`src/rtl/sram_ctrl_pkg.sv`:
```
`timescale 1ns/1ps
package sram_ctrl_pkg;
  typedef enum logic [2:0] {ST_IDLE, ST_RD, ST_WWAIT, ST_WPULSE, ST_WREC} state_e;

  function automatic int ceil_cyc(input int ns, input int per);
    return (ns + per - 1) / per;
  endfunction

  function automatic int max2(input int a, input int b);
    return (a > b) ? a : b;
  endfunction

  function automatic int grade_ns(input bit fast, input int fast_ns, input int slow_ns);
    return fast ? fast_ns : slow_ns;
  endfunction
endpackage

```
`src/rtl/sram_phase_cnt.sv`:
```
`timescale 1ns/1ps
module sram_phase_cnt #(
  parameter int CW = 4
) (
  input  logic          clk_i,
  input  logic          rst_ni,
  input  logic          load_i,
  input  logic [CW-1:0] load_val_i,
  output logic          last_o
);
  logic [CW-1:0] cnt_q;

  always_ff @(posedge clk_i or negedge rst_ni) begin
    if (!rst_ni)            cnt_q <= '0;
    else if (load_i)        cnt_q <= load_val_i;
    else if (cnt_q != '0)   cnt_q <= cnt_q - 1'b1;
  end

  assign last_o = (cnt_q == '0);

  AST_CNT_LOAD_DOWN: assert property (@(posedge clk_i) disable iff (!rst_ni)
    (!$past(load_i) && $past(cnt_q) != '0) |-> cnt_q == $past(cnt_q) - 1'b1);
endmodule

```
`src/rtl/sram_ctrl_seq.sv`:
```
`timescale 1ns/1ps
module sram_ctrl_seq
  import sram_ctrl_pkg::*;
#(
  parameter int AW      = 17,
  parameter int DW      = 8,
  parameter int RD_CYC  = 6,
  parameter int WP_CYC  = 4,
  parameter int REC_CYC = 2,
  parameter int CW      = 3
) (
  input  logic          clk_i,
  input  logic          rst_ni,
  input  logic          req_i,
  input  logic          wr_i,
  input  logic [AW-1:0] addr_i,
  input  logic [DW-1:0] wdata_i,
  output logic          ready_o,
  output logic [DW-1:0] rdata_o,
  output logic [AW-1:0] mem_addr_o,
  output logic          mem_ce_n_o,
  output logic          mem_ce_o,
  output logic          mem_oe_n_o,
  output logic          mem_we_n_o,
  output logic [DW-1:0] mem_dq_o,
  output logic          mem_dq_oe_o,
  input  logic [DW-1:0] mem_dq_i,
  input  logic          cnt_last_i,
  output logic          cnt_load_o,
  output logic [CW-1:0] cnt_val_o
);
  state_e state_q, state_d;
  logic   last_rd_q;
  logic   sel_q, oe_n_q, we_n_q, dq_oe_q, ready_q;
  logic [AW-1:0] addr_q;
  logic [DW-1:0] wdata_q, rdata_q;
  logic   accept, phase_end;

  assign accept    = (state_q == ST_IDLE) && req_i;
  assign phase_end = cnt_last_i && (state_q == ST_RD || state_q == ST_WREC);

  always_comb begin
    state_d    = state_q;
    cnt_load_o = 1'b0;
    cnt_val_o  = '0;
    unique case (state_q)
      ST_IDLE: if (req_i) begin
        cnt_load_o = 1'b1;
        if (!wr_i) begin
          state_d   = ST_RD;
          cnt_val_o = CW'(RD_CYC - 1);
        end else if (last_rd_q) begin
          state_d   = ST_WWAIT;
        end else begin
          state_d   = ST_WPULSE;
          cnt_val_o = CW'(WP_CYC - 1);
        end
      end
      ST_RD:  if (cnt_last_i) state_d = ST_IDLE;
      ST_WWAIT: if (cnt_last_i) begin
        state_d    = ST_WPULSE;
        cnt_load_o = 1'b1;
        cnt_val_o  = CW'(WP_CYC - 1);
      end
      ST_WPULSE: if (cnt_last_i) begin
        state_d    = ST_WREC;
        cnt_load_o = 1'b1;
        cnt_val_o  = CW'(REC_CYC - 1);
      end
      ST_WREC: if (cnt_last_i) state_d = ST_IDLE;
      default: state_d = ST_IDLE;
    endcase
  end

  always_ff @(posedge clk_i or negedge rst_ni) begin
    if (!rst_ni) begin
      state_q   <= ST_IDLE;
      last_rd_q <= 1'b0;
      sel_q     <= 1'b0;
      oe_n_q    <= 1'b1;
      we_n_q    <= 1'b1;
      dq_oe_q   <= 1'b0;
      ready_q   <= 1'b0;
      addr_q    <= '0;
      wdata_q   <= '0;
      rdata_q   <= '0;
    end else begin
      state_q <= state_d;
      sel_q   <= (state_d == ST_RD) || (state_d == ST_WPULSE) || (state_d == ST_WREC);
      oe_n_q  <= (state_d != ST_RD);
      we_n_q  <= (state_d != ST_WPULSE);
      dq_oe_q <= (state_d == ST_WPULSE) || (state_d == ST_WREC);
      ready_q <= phase_end;
      if (accept) begin
        addr_q  <= addr_i;
        wdata_q <= wdata_i;
      end
      if (state_q == ST_RD && cnt_last_i) rdata_q <= mem_dq_i;
      // flag lives exactly through the ready cycle after a read
      if (state_q == ST_RD && cnt_last_i) last_rd_q <= 1'b1;
      else if (state_q == ST_IDLE)        last_rd_q <= 1'b0;
    end
  end

  assign ready_o     = ready_q;
  assign rdata_o     = rdata_q;
  assign mem_addr_o  = addr_q;
  assign mem_ce_n_o  = !sel_q;
  assign mem_ce_o    = sel_q;
  assign mem_oe_n_o  = oe_n_q;
  assign mem_we_n_o  = we_n_q;
  assign mem_dq_o    = wdata_q;
  assign mem_dq_oe_o = dq_oe_q;

  // checker-only pulse width counter
  int unsigned we_low_q;
  always_ff @(posedge clk_i or negedge rst_ni) begin
    if (!rst_ni)      we_low_q <= 0;
    else if (!we_n_q) we_low_q <= we_low_q + 1;
    else              we_low_q <= 0;
  end

  AST_NO_BUS_FIGHT: assert property (@(posedge clk_i) disable iff (!rst_ni)
    mem_dq_oe_o |-> mem_oe_n_o);
  AST_WE_OE_EXCL: assert property (@(posedge clk_i) disable iff (!rst_ni)
    !(!mem_we_n_o && !mem_oe_n_o));
  AST_READY_ONE_CYCLE: assert property (@(posedge clk_i) disable iff (!rst_ni)
    ready_o |=> !ready_o);
  AST_READY_DESELECTED: assert property (@(posedge clk_i) disable iff (!rst_ni)
    ready_o |-> (mem_ce_n_o && !mem_ce_o));
  AST_ADDR_HELD: assert property (@(posedge clk_i) disable iff (!rst_ni)
    (mem_ce_o && $past(mem_ce_o)) |-> $stable(mem_addr_o));
  AST_WE_MIN_WIDTH: assert property (@(posedge clk_i) disable iff (!rst_ni)
    $rose(mem_we_n_o) |-> we_low_q >= WP_CYC);
  AST_REC_SELECTED: assert property (@(posedge clk_i) disable iff (!rst_ni)
    $rose(mem_we_n_o) |-> mem_ce_o);
  AST_RDATA_HOLD: assert property (@(posedge clk_i) disable iff (!rst_ni)
    (state_q != ST_RD) |=> $stable(rdata_o));
endmodule

```
`src/rtl/sram_async_ctrl.sv`:
```
`timescale 1ns/1ps
module sram_async_ctrl
  import sram_ctrl_pkg::*;
#(
  parameter int AW            = 17,
  parameter int DW            = 8,
  parameter int CLK_PERIOD_NS = 10,
  parameter bit FAST_GRADE    = 1'b1
) (
  input  logic          clk_i,
  input  logic          rst_ni,
  input  logic          req_i,
  input  logic          wr_i,
  input  logic [AW-1:0] addr_i,
  input  logic [DW-1:0] wdata_i,
  output logic          ready_o,
  output logic [DW-1:0] rdata_o,
  output logic [AW-1:0] mem_addr_o,
  output logic          mem_ce_n_o,
  output logic          mem_ce_o,
  output logic          mem_oe_n_o,
  output logic          mem_we_n_o,
  output logic [DW-1:0] mem_dq_o,
  output logic          mem_dq_oe_o,
  input  logic [DW-1:0] mem_dq_i
);
  localparam int T_ACC_NS = grade_ns(FAST_GRADE, 55, 70);
  localparam int T_OEA_NS = grade_ns(FAST_GRADE, 25, 35);
  localparam int T_CYC_NS = grade_ns(FAST_GRADE, 55, 70);
  localparam int T_WP_NS  = grade_ns(FAST_GRADE, 40, 50);
  localparam int T_DS_NS  = grade_ns(FAST_GRADE, 25, 30);
  localparam int T_AE_NS  = grade_ns(FAST_GRADE, 40, 60);
  localparam int T_CE_NS  = grade_ns(FAST_GRADE, 40, 60);

  localparam int RD_CYC  = ceil_cyc(max2(max2(T_ACC_NS, T_OEA_NS), T_CYC_NS), CLK_PERIOD_NS);
  localparam int WP_CYC  = ceil_cyc(max2(max2(T_WP_NS, T_DS_NS), max2(T_AE_NS, T_CE_NS)),
                                    CLK_PERIOD_NS);
  localparam int WC_CYC  = ceil_cyc(T_CYC_NS, CLK_PERIOD_NS);
  localparam int REC_CYC = max2(1, WC_CYC - WP_CYC);
  localparam int CW      = $clog2(max2(max2(RD_CYC, WP_CYC), REC_CYC) + 1);

  logic          cnt_last, cnt_load;
  logic [CW-1:0] cnt_val;

  sram_phase_cnt #(.CW(CW)) u_cnt (
    .clk_i      (clk_i),
    .rst_ni     (rst_ni),
    .load_i     (cnt_load),
    .load_val_i (cnt_val),
    .last_o     (cnt_last)
  );

  sram_ctrl_seq #(
    .AW(AW), .DW(DW), .RD_CYC(RD_CYC), .WP_CYC(WP_CYC), .REC_CYC(REC_CYC), .CW(CW)
  ) u_seq (
    .clk_i       (clk_i),
    .rst_ni      (rst_ni),
    .req_i       (req_i),
    .wr_i        (wr_i),
    .addr_i      (addr_i),
    .wdata_i     (wdata_i),
    .ready_o     (ready_o),
    .rdata_o     (rdata_o),
    .mem_addr_o  (mem_addr_o),
    .mem_ce_n_o  (mem_ce_n_o),
    .mem_ce_o    (mem_ce_o),
    .mem_oe_n_o  (mem_oe_n_o),
    .mem_we_n_o  (mem_we_n_o),
    .mem_dq_o    (mem_dq_o),
    .mem_dq_oe_o (mem_dq_oe_o),
    .mem_dq_i    (mem_dq_i),
    .cnt_last_i  (cnt_last),
    .cnt_load_o  (cnt_load),
    .cnt_val_o   (cnt_val)
  );

  AST_ENABLES_PAIRED: assert property (@(posedge clk_i) disable iff (!rst_ni)
    mem_ce_n_o == !mem_ce_o);
endmodule

```
`config.mk`:
```
export PLATFORM = sky130hd
export DESIGN_NAME = sram_async_ctrl
export DESIGN_NICKNAME = d
export VERILOG_FILES = /design/src/rtl/sram_ctrl_pkg.sv /design/src/rtl/sram_phase_cnt.sv /design/src/rtl/sram_ctrl_seq.sv /design/src/rtl/sram_async_ctrl.sv
export SDC_FILE = /design/constraint.sdc
export NUM_CORES = 1
export LEC_CHECK = 0
export BUFFER_PORTS_ARGS = -buffer_cell sky130_fd_sc_hd__buf_2
export CAP_MARGIN = 5
export CORE_MARGIN = 3
export CORE_UTILIZATION = 47
export DETAILED_ROUTE_END_ITERATION = 10
export GPL_TIMING_DRIVEN = 1
export MAX_ROUTING_LAYER = met4
export PLACE_DENSITY = 0.79
export SLEW_MARGIN = 20
export SYNTH_ARGS = -nofsm -noshare
export SYNTH_HDL_FRONTEND = slang
export SYNTH_SLANG_ARGS = --single-unit
```
`constraint.sdc`:
```
create_clock -name clk_i -period 1.8 [get_ports clk_i]
set_input_delay 0.09 -clock clk_i [delete_from_list [all_inputs] [get_ports clk_i]]
set_output_delay 0.09 -clock clk_i [all_outputs]
set_load 0.1 [all_outputs]
```
# Word level (Yosys, flattened, before mapping)
# Cells that the tools add are included.
# op_classes
n_reduce_logical,15
muxes,20
bitwise,0
mul,0
shifts,0
add_sub_neg,1
eq_ne,9
div,0
order_cmp,0
# ops
cell,n
two-way mux 3 bit,9
case mux 3 bit (4 select lines),1
"equality test 3 x 2 -> 1 bit, second input constant",3
case mux 3 bit (3 select lines),1
"equality test 3 x 1 -> 1 bit, second input constant",2
"equality test 3 bit, second input constant",2
zero test 3 bit,2
two-way mux 1 bit,6
logical OR 1 bit,4
two-way mux 2 bit,2
nonzero test 2 bit,2
OR reduction 2 bit,2
logical AND 1 bit,3
"!= test 3 x 1 -> 1 bit, second input constant",1
"!= test 3 x 2 -> 1 bit, second input constant",1
nonzero test 3 bit,1
"subtractor 3 x 1 -> 3 bit, second input constant",1
case mux 1 bit (2 select lines),1
zero test 1 bit,1
# totals
input_bits,37
ramBits,0
romBits,0
reg_bits,45
out_inout_bits,39
mem_count,0
latchBits,0

# Logic depth before layout (Yosys ltp)
# depth
word_depth,7
depth_mapped,7

# By module
# A second synthesis with hierarchy kept.
# unflattened
cells_unflattened,140
hier_area_um2,1915.6
# by_module_without_submodules
mod,area_each_um2,cells_each,n_inst
sram_ctrl_seq,1715.4,119,1
sram_phase_cnt,200.2,21,1

# Worst setup path after synthesis
# OpenSTA, ideal clock, no wires.
# synth_timing
kind,flip-flop to output port
startpoint,reg u_seq.sel_q (netlist: u_seq.mem_ce_o)
endpoint,out mem_ce_n_o
arrival_ps,1562
stages_incl_launch_ff,2
setup_slack_ps,148
required_time_ps,1710
path_cell_list,dfrtp_1 -> inv_1
# synth_between
elab_chain_len,1
# synth_lines
item,line,text
"start, declared",sram_ctrl_seq.sv:34,"logic sel_q, oe_n_q, we_n_q, dq_oe_q, ready_q;"
"start signal, assigned",sram_ctrl_seq.sv:89,sel_q <= (state_d == ST_RD) || (state_d == ST_WPULSE) || (state_d == ST_WREC);
zero test 1 bit,sram_ctrl_seq.sv:108,assign mem_ce_n_o = !sel_q;
"end, declared",sram_async_ctrl.sv:19,"output logic mem_ce_n_o,"
# Every way passes these cells.

# Worst setup path in the final report
# layout_timing
startpoint,reg u_cnt.cnt_q[0]
endpoint,reg u_seq.sel_q (netlist: u_seq.mem_ce_o)
# layout_between
elab_chain_len,6
elab_cells_between_ends,10
# layout_lines
item,line,text
"start, declared",sram_phase_cnt.sv:11,logic [CW-1:0] cnt_q;
"start signal, assigned",sram_phase_cnt.sv:15,else if (load_i) cnt_q <= load_val_i;
"start signal, assigned",sram_phase_cnt.sv:16,else if (cnt_q != '0) cnt_q <= cnt_q - 1'b1;
zero test 3 bit *,sram_phase_cnt.sv:19,assign last_o = (cnt_q == '0);
two-way mux 3 bit (on tied branches),n/a,
case mux 3 bit (4 select lines) *,sram_ctrl_seq.sv:46,unique case (state_q)
equality test 3 x 1 -> 1 bit / equality test 3 x 2 -> 1 bit (equally long branches),sram_ctrl_seq.sv:89,
logical OR 1 bit,sram_ctrl_seq.sv:89,
logical OR 1 bit *,sram_ctrl_seq.sv:89,
# Every way passes the cells marked *; elsewhere a longest branch is shown, timed or not.
# A chain may end at the register's enable or synchronous reset.

==> qor.txt <==
Final Setup Violations: 0
Total via count after detailed routing: 1355
Post-route cell area: 2480 um^2
Drt initial violations: 65
Layout Nets: 264
Initial antenna violation count: 0
Path class of the lowest-slack min-delay path: in -> reg
Starting density of the core: 50.1%
Max-slew headroom at the worst pin: 63.9%
Global-route wire length before repair: 6320 um
Via density: 4.95
Setup TNS: 0 ps
Least-Margin Pin Slew: 541 ps
Sequential fraction of the synthesis area: 60.1%
Fin Clk Skew: 4.86 ps
Routed len/inst: 13.7 um
Startpoint type of the worst setup path: flip-flop
Crit path capture type: flip-flop
Setup repair after global routing missed its margin: no
Number of cells in the finished layout apart from fillers: 274
Number of violations of the max-capacitance limit: 0
Count of buffering cells on the critical path with inverters included: 2
Fraction of registers with async set/reset: 100%
Final ANT Viol Nets: 0
Arrival time worst endpoint: 1810 ps
Source-to-sink clock delay at the later pin of the worst-skew pair: 290 ps
Worst-case setup margin in the final layout: 195 ps
Number of I/O pins: 76
Buffer levels on the longest clock path: 2
Status: completed
Via count of the first global-routing pass: 1411
Number of instances in the synthesized netlist: 139
Row cnt: 22
Number of cells after detailed placement: 265
Clock tree sinks: 45
Pin count of the biggest net entering global routing: 46
Most frequent cells in the layout: 75 x sky130_fd_sc_hd__buf_2, 43 x sky130_fd_sc_hd__dfrtp_1, 33 x sky130_fd_sc_hd__mux2_2, 9 x sky130_fd_sc_hd__a21oi_1, 9 x sky130_fd_sc_hd__buf_4
Worst path slowest cell: sky130_fd_sc_hd__or4_1
DP Worst Slack: 200 ps
Cts bufs inserted: 5
Final cycle utilization of the critical path: 89.1%
Number of enable-type register cells in the synthesized netlist: 0
Share of cells above drive strength 1: 58.4%
Count of distinct cell types in the synthesized netlist: 30
Die footprint: 4790 um^2
CP cell instances: inv_1, ha_1, nor2b_1, buf_4, or4_1, o211ai_1
Area growth syn-to-layout: 32.3%
Overall fraction of global-route tracks in use: 17.2%
Post-synth top flop: sky130_fd_sc_hd__dfrtp_1
DP Area: 2370 um^2
Cell type group with the largest total delay on the critical path: simple AND/OR/NAND/NOR gates
Highest Clock Rate: 0.623 GHz
Gp weighted congestion: 0.802
Total Routed Length: 3740 um
Antenna fix cells: 0
Std-Cell Core Area: 3740 um^2
Height of the die: 69.2 um
Required time of the critical path: 2010 ps
Largest fanout on the critical path: 5
Syn nets: 178
Number of I/O port buffers: 75
CTS clock-pin slew for the worst setup and hold paths: 80 ps
Detailed-placement wirelength estimate: 2860 um
X dimension of the die: 69.2 um
Worst stage delay on the critical path: 450 ps
Number of fillers in the final layout: 320
Most common cell after layout, fill and taps aside: sky130_fd_sc_hd__buf_2
Cell at the root of the clock tree: sky130_fd_sc_hd__clkbuf_8
Post-synthesis instance area: 1880 um^2
DRC violation count after routing: 0
Number of detailed-route iterations in the first pass: 4
Global-route congestion overflow total: 0
Minimum clock period after layout: 1600 ps
Post-Syn Area per Cell: 13.5 um^2
TritonCTS clock tree: yes
Synthesis warning total: 0
Number of storage elements in the synthesis netlist: 45
Total count of hold-check failures in the final report: 0
Startpoint-to-endpoint class of the critical path: reg -> reg
H-Tree Level Count: 2
Number of pins exceeding their max-slew limit in the final report: 0
[path summary, 6_finish.rpt]
check	from	endpoint	slack, ps	cells after the start
worst min-delay path	wdata_i[5]	u_seq.mem_dq_o[5]$_DFFE_PN0P_	30	2
worst max register to register	u_cnt.cnt_q[0]$_DFFE_PN0P_	u_seq.mem_ce_o$_DFF_PN0_	200	6
worst min register to register	u_seq.mem_addr_o[8]$_DFFE_PN0P_	u_seq.mem_addr_o[8]$_DFFE_PN0P_	500	1
worst max-delay path	u_cnt.cnt_q[0]$_DFFE_PN0P_	u_seq.mem_ce_o$_DFF_PN0_	200	6
max in group asynchronous	rst_ni	u_seq.mem_we_n_o$_DFF_PN1_	1010	3
min in group asynchronous	rst_ni	u_seq.mem_addr_o[9]$_DFFE_PN0P_	410	3
[per-layer routing]
layer | wire [um] | global-route usage [%]
met4 | 23 | 5.21
met2 | 2010 | 28.5
met1 | 1530 | 19.8
met3 | 185 | 5.65
met5 | 0 | -
[sequential cells by signal, summed over array words and instances, names as in the netlist]
register	cells
u_seq.state_q	3
u_seq.mem_addr_o	17
u_seq.mem_oe_n_o	1
u_seq.last_rd_q	1
u_seq.ready_o	1
u_seq.mem_dq_o	8
u_seq.rdata_o	8
u_seq.mem_we_n_o	1
u_seq.mem_dq_oe_o	1
u_seq.mem_ce_o	1
u_cnt.cnt_q	3
[worst register-to-register path: stages (launching register included)]
cell and delay [ps]:
sky130_fd_sc_hd__dfrtp_1 370, sky130_fd_sc_hd__inv_1 70, sky130_fd_sc_hd__ha_1 230, sky130_fd_sc_hd__nor2b_1 150, sky130_fd_sc_hd__buf_4 150, sky130_fd_sc_hd__or4_1 450
sky130_fd_sc_hd__o211ai_1 110
[layout make-up]
| cell class | instances | area (um^2) | share of cell area, % |
|---|---|---|---|
| flip-flops and latches | 45 | 1130 | 45.4 |
| repair buffers | 86 | 473 | 19.0 |
| multi-input cells | 81 | 698 | 28.1 |
| clock inverters | 1 | 5.00 | 0.202 |
| clock buffers | 7 | 96.3 | 3.88 |
| inverters | 6 | 22.5 | 0.907 |
| well taps | 48 | 60.1 | 2.42 |
[cells by family after synthesis]
group / synth area share, %
buffers and inverters: 3.13
adder cells (fa/ha/maj): 1.33
flip-flops: 60.1
AO/OA/AOI/OAI: 6.53
XOR/XNOR: 1.40
AND/OR/NAND/NOR: 7.67
multiplexers: 19.8
[through the flow]
step,utilization [%],hold WS [ps]
final,66.3,27.8
after global routing,66.3,2.02
after CTS,66.3,18.5
after detailed placement,63.4,202
after global placement,63.4,202
after floorplan,-,-206
[cell usage after synthesis (all sizes together) (2+ instances only)]
cell | instances | area, um^2
nor3 | 2 | 10.0
mux2 | 33 | 372
inv | 6 | 22.5
nor2 | 5 | 18.8
ha | 2 | 25.0
o21ai | 5 | 25.0
nand2b | 2 | 12.5
nand2 | 3 | 11.3
nor2b | 3 | 18.8
xnor2 | 3 | 26.3
dfstp | 2 | 52.6
dfrtp | 43 | 1080
o211ai | 2 | 15.0
buf | 6 | 32.5
a21oi | 9 | 45.0
[repair_timing]
item,in CTS,in global routing
hold buffers,1,0
gates resized for setup,0,0
hold endpoints to repair,43,0
endpoints found under the setup margin,0,0
buffers inserted,0,0
Power is not shown: default switching activity piles up to over one toggle a cycle in this logic, so the estimate is an artifact.
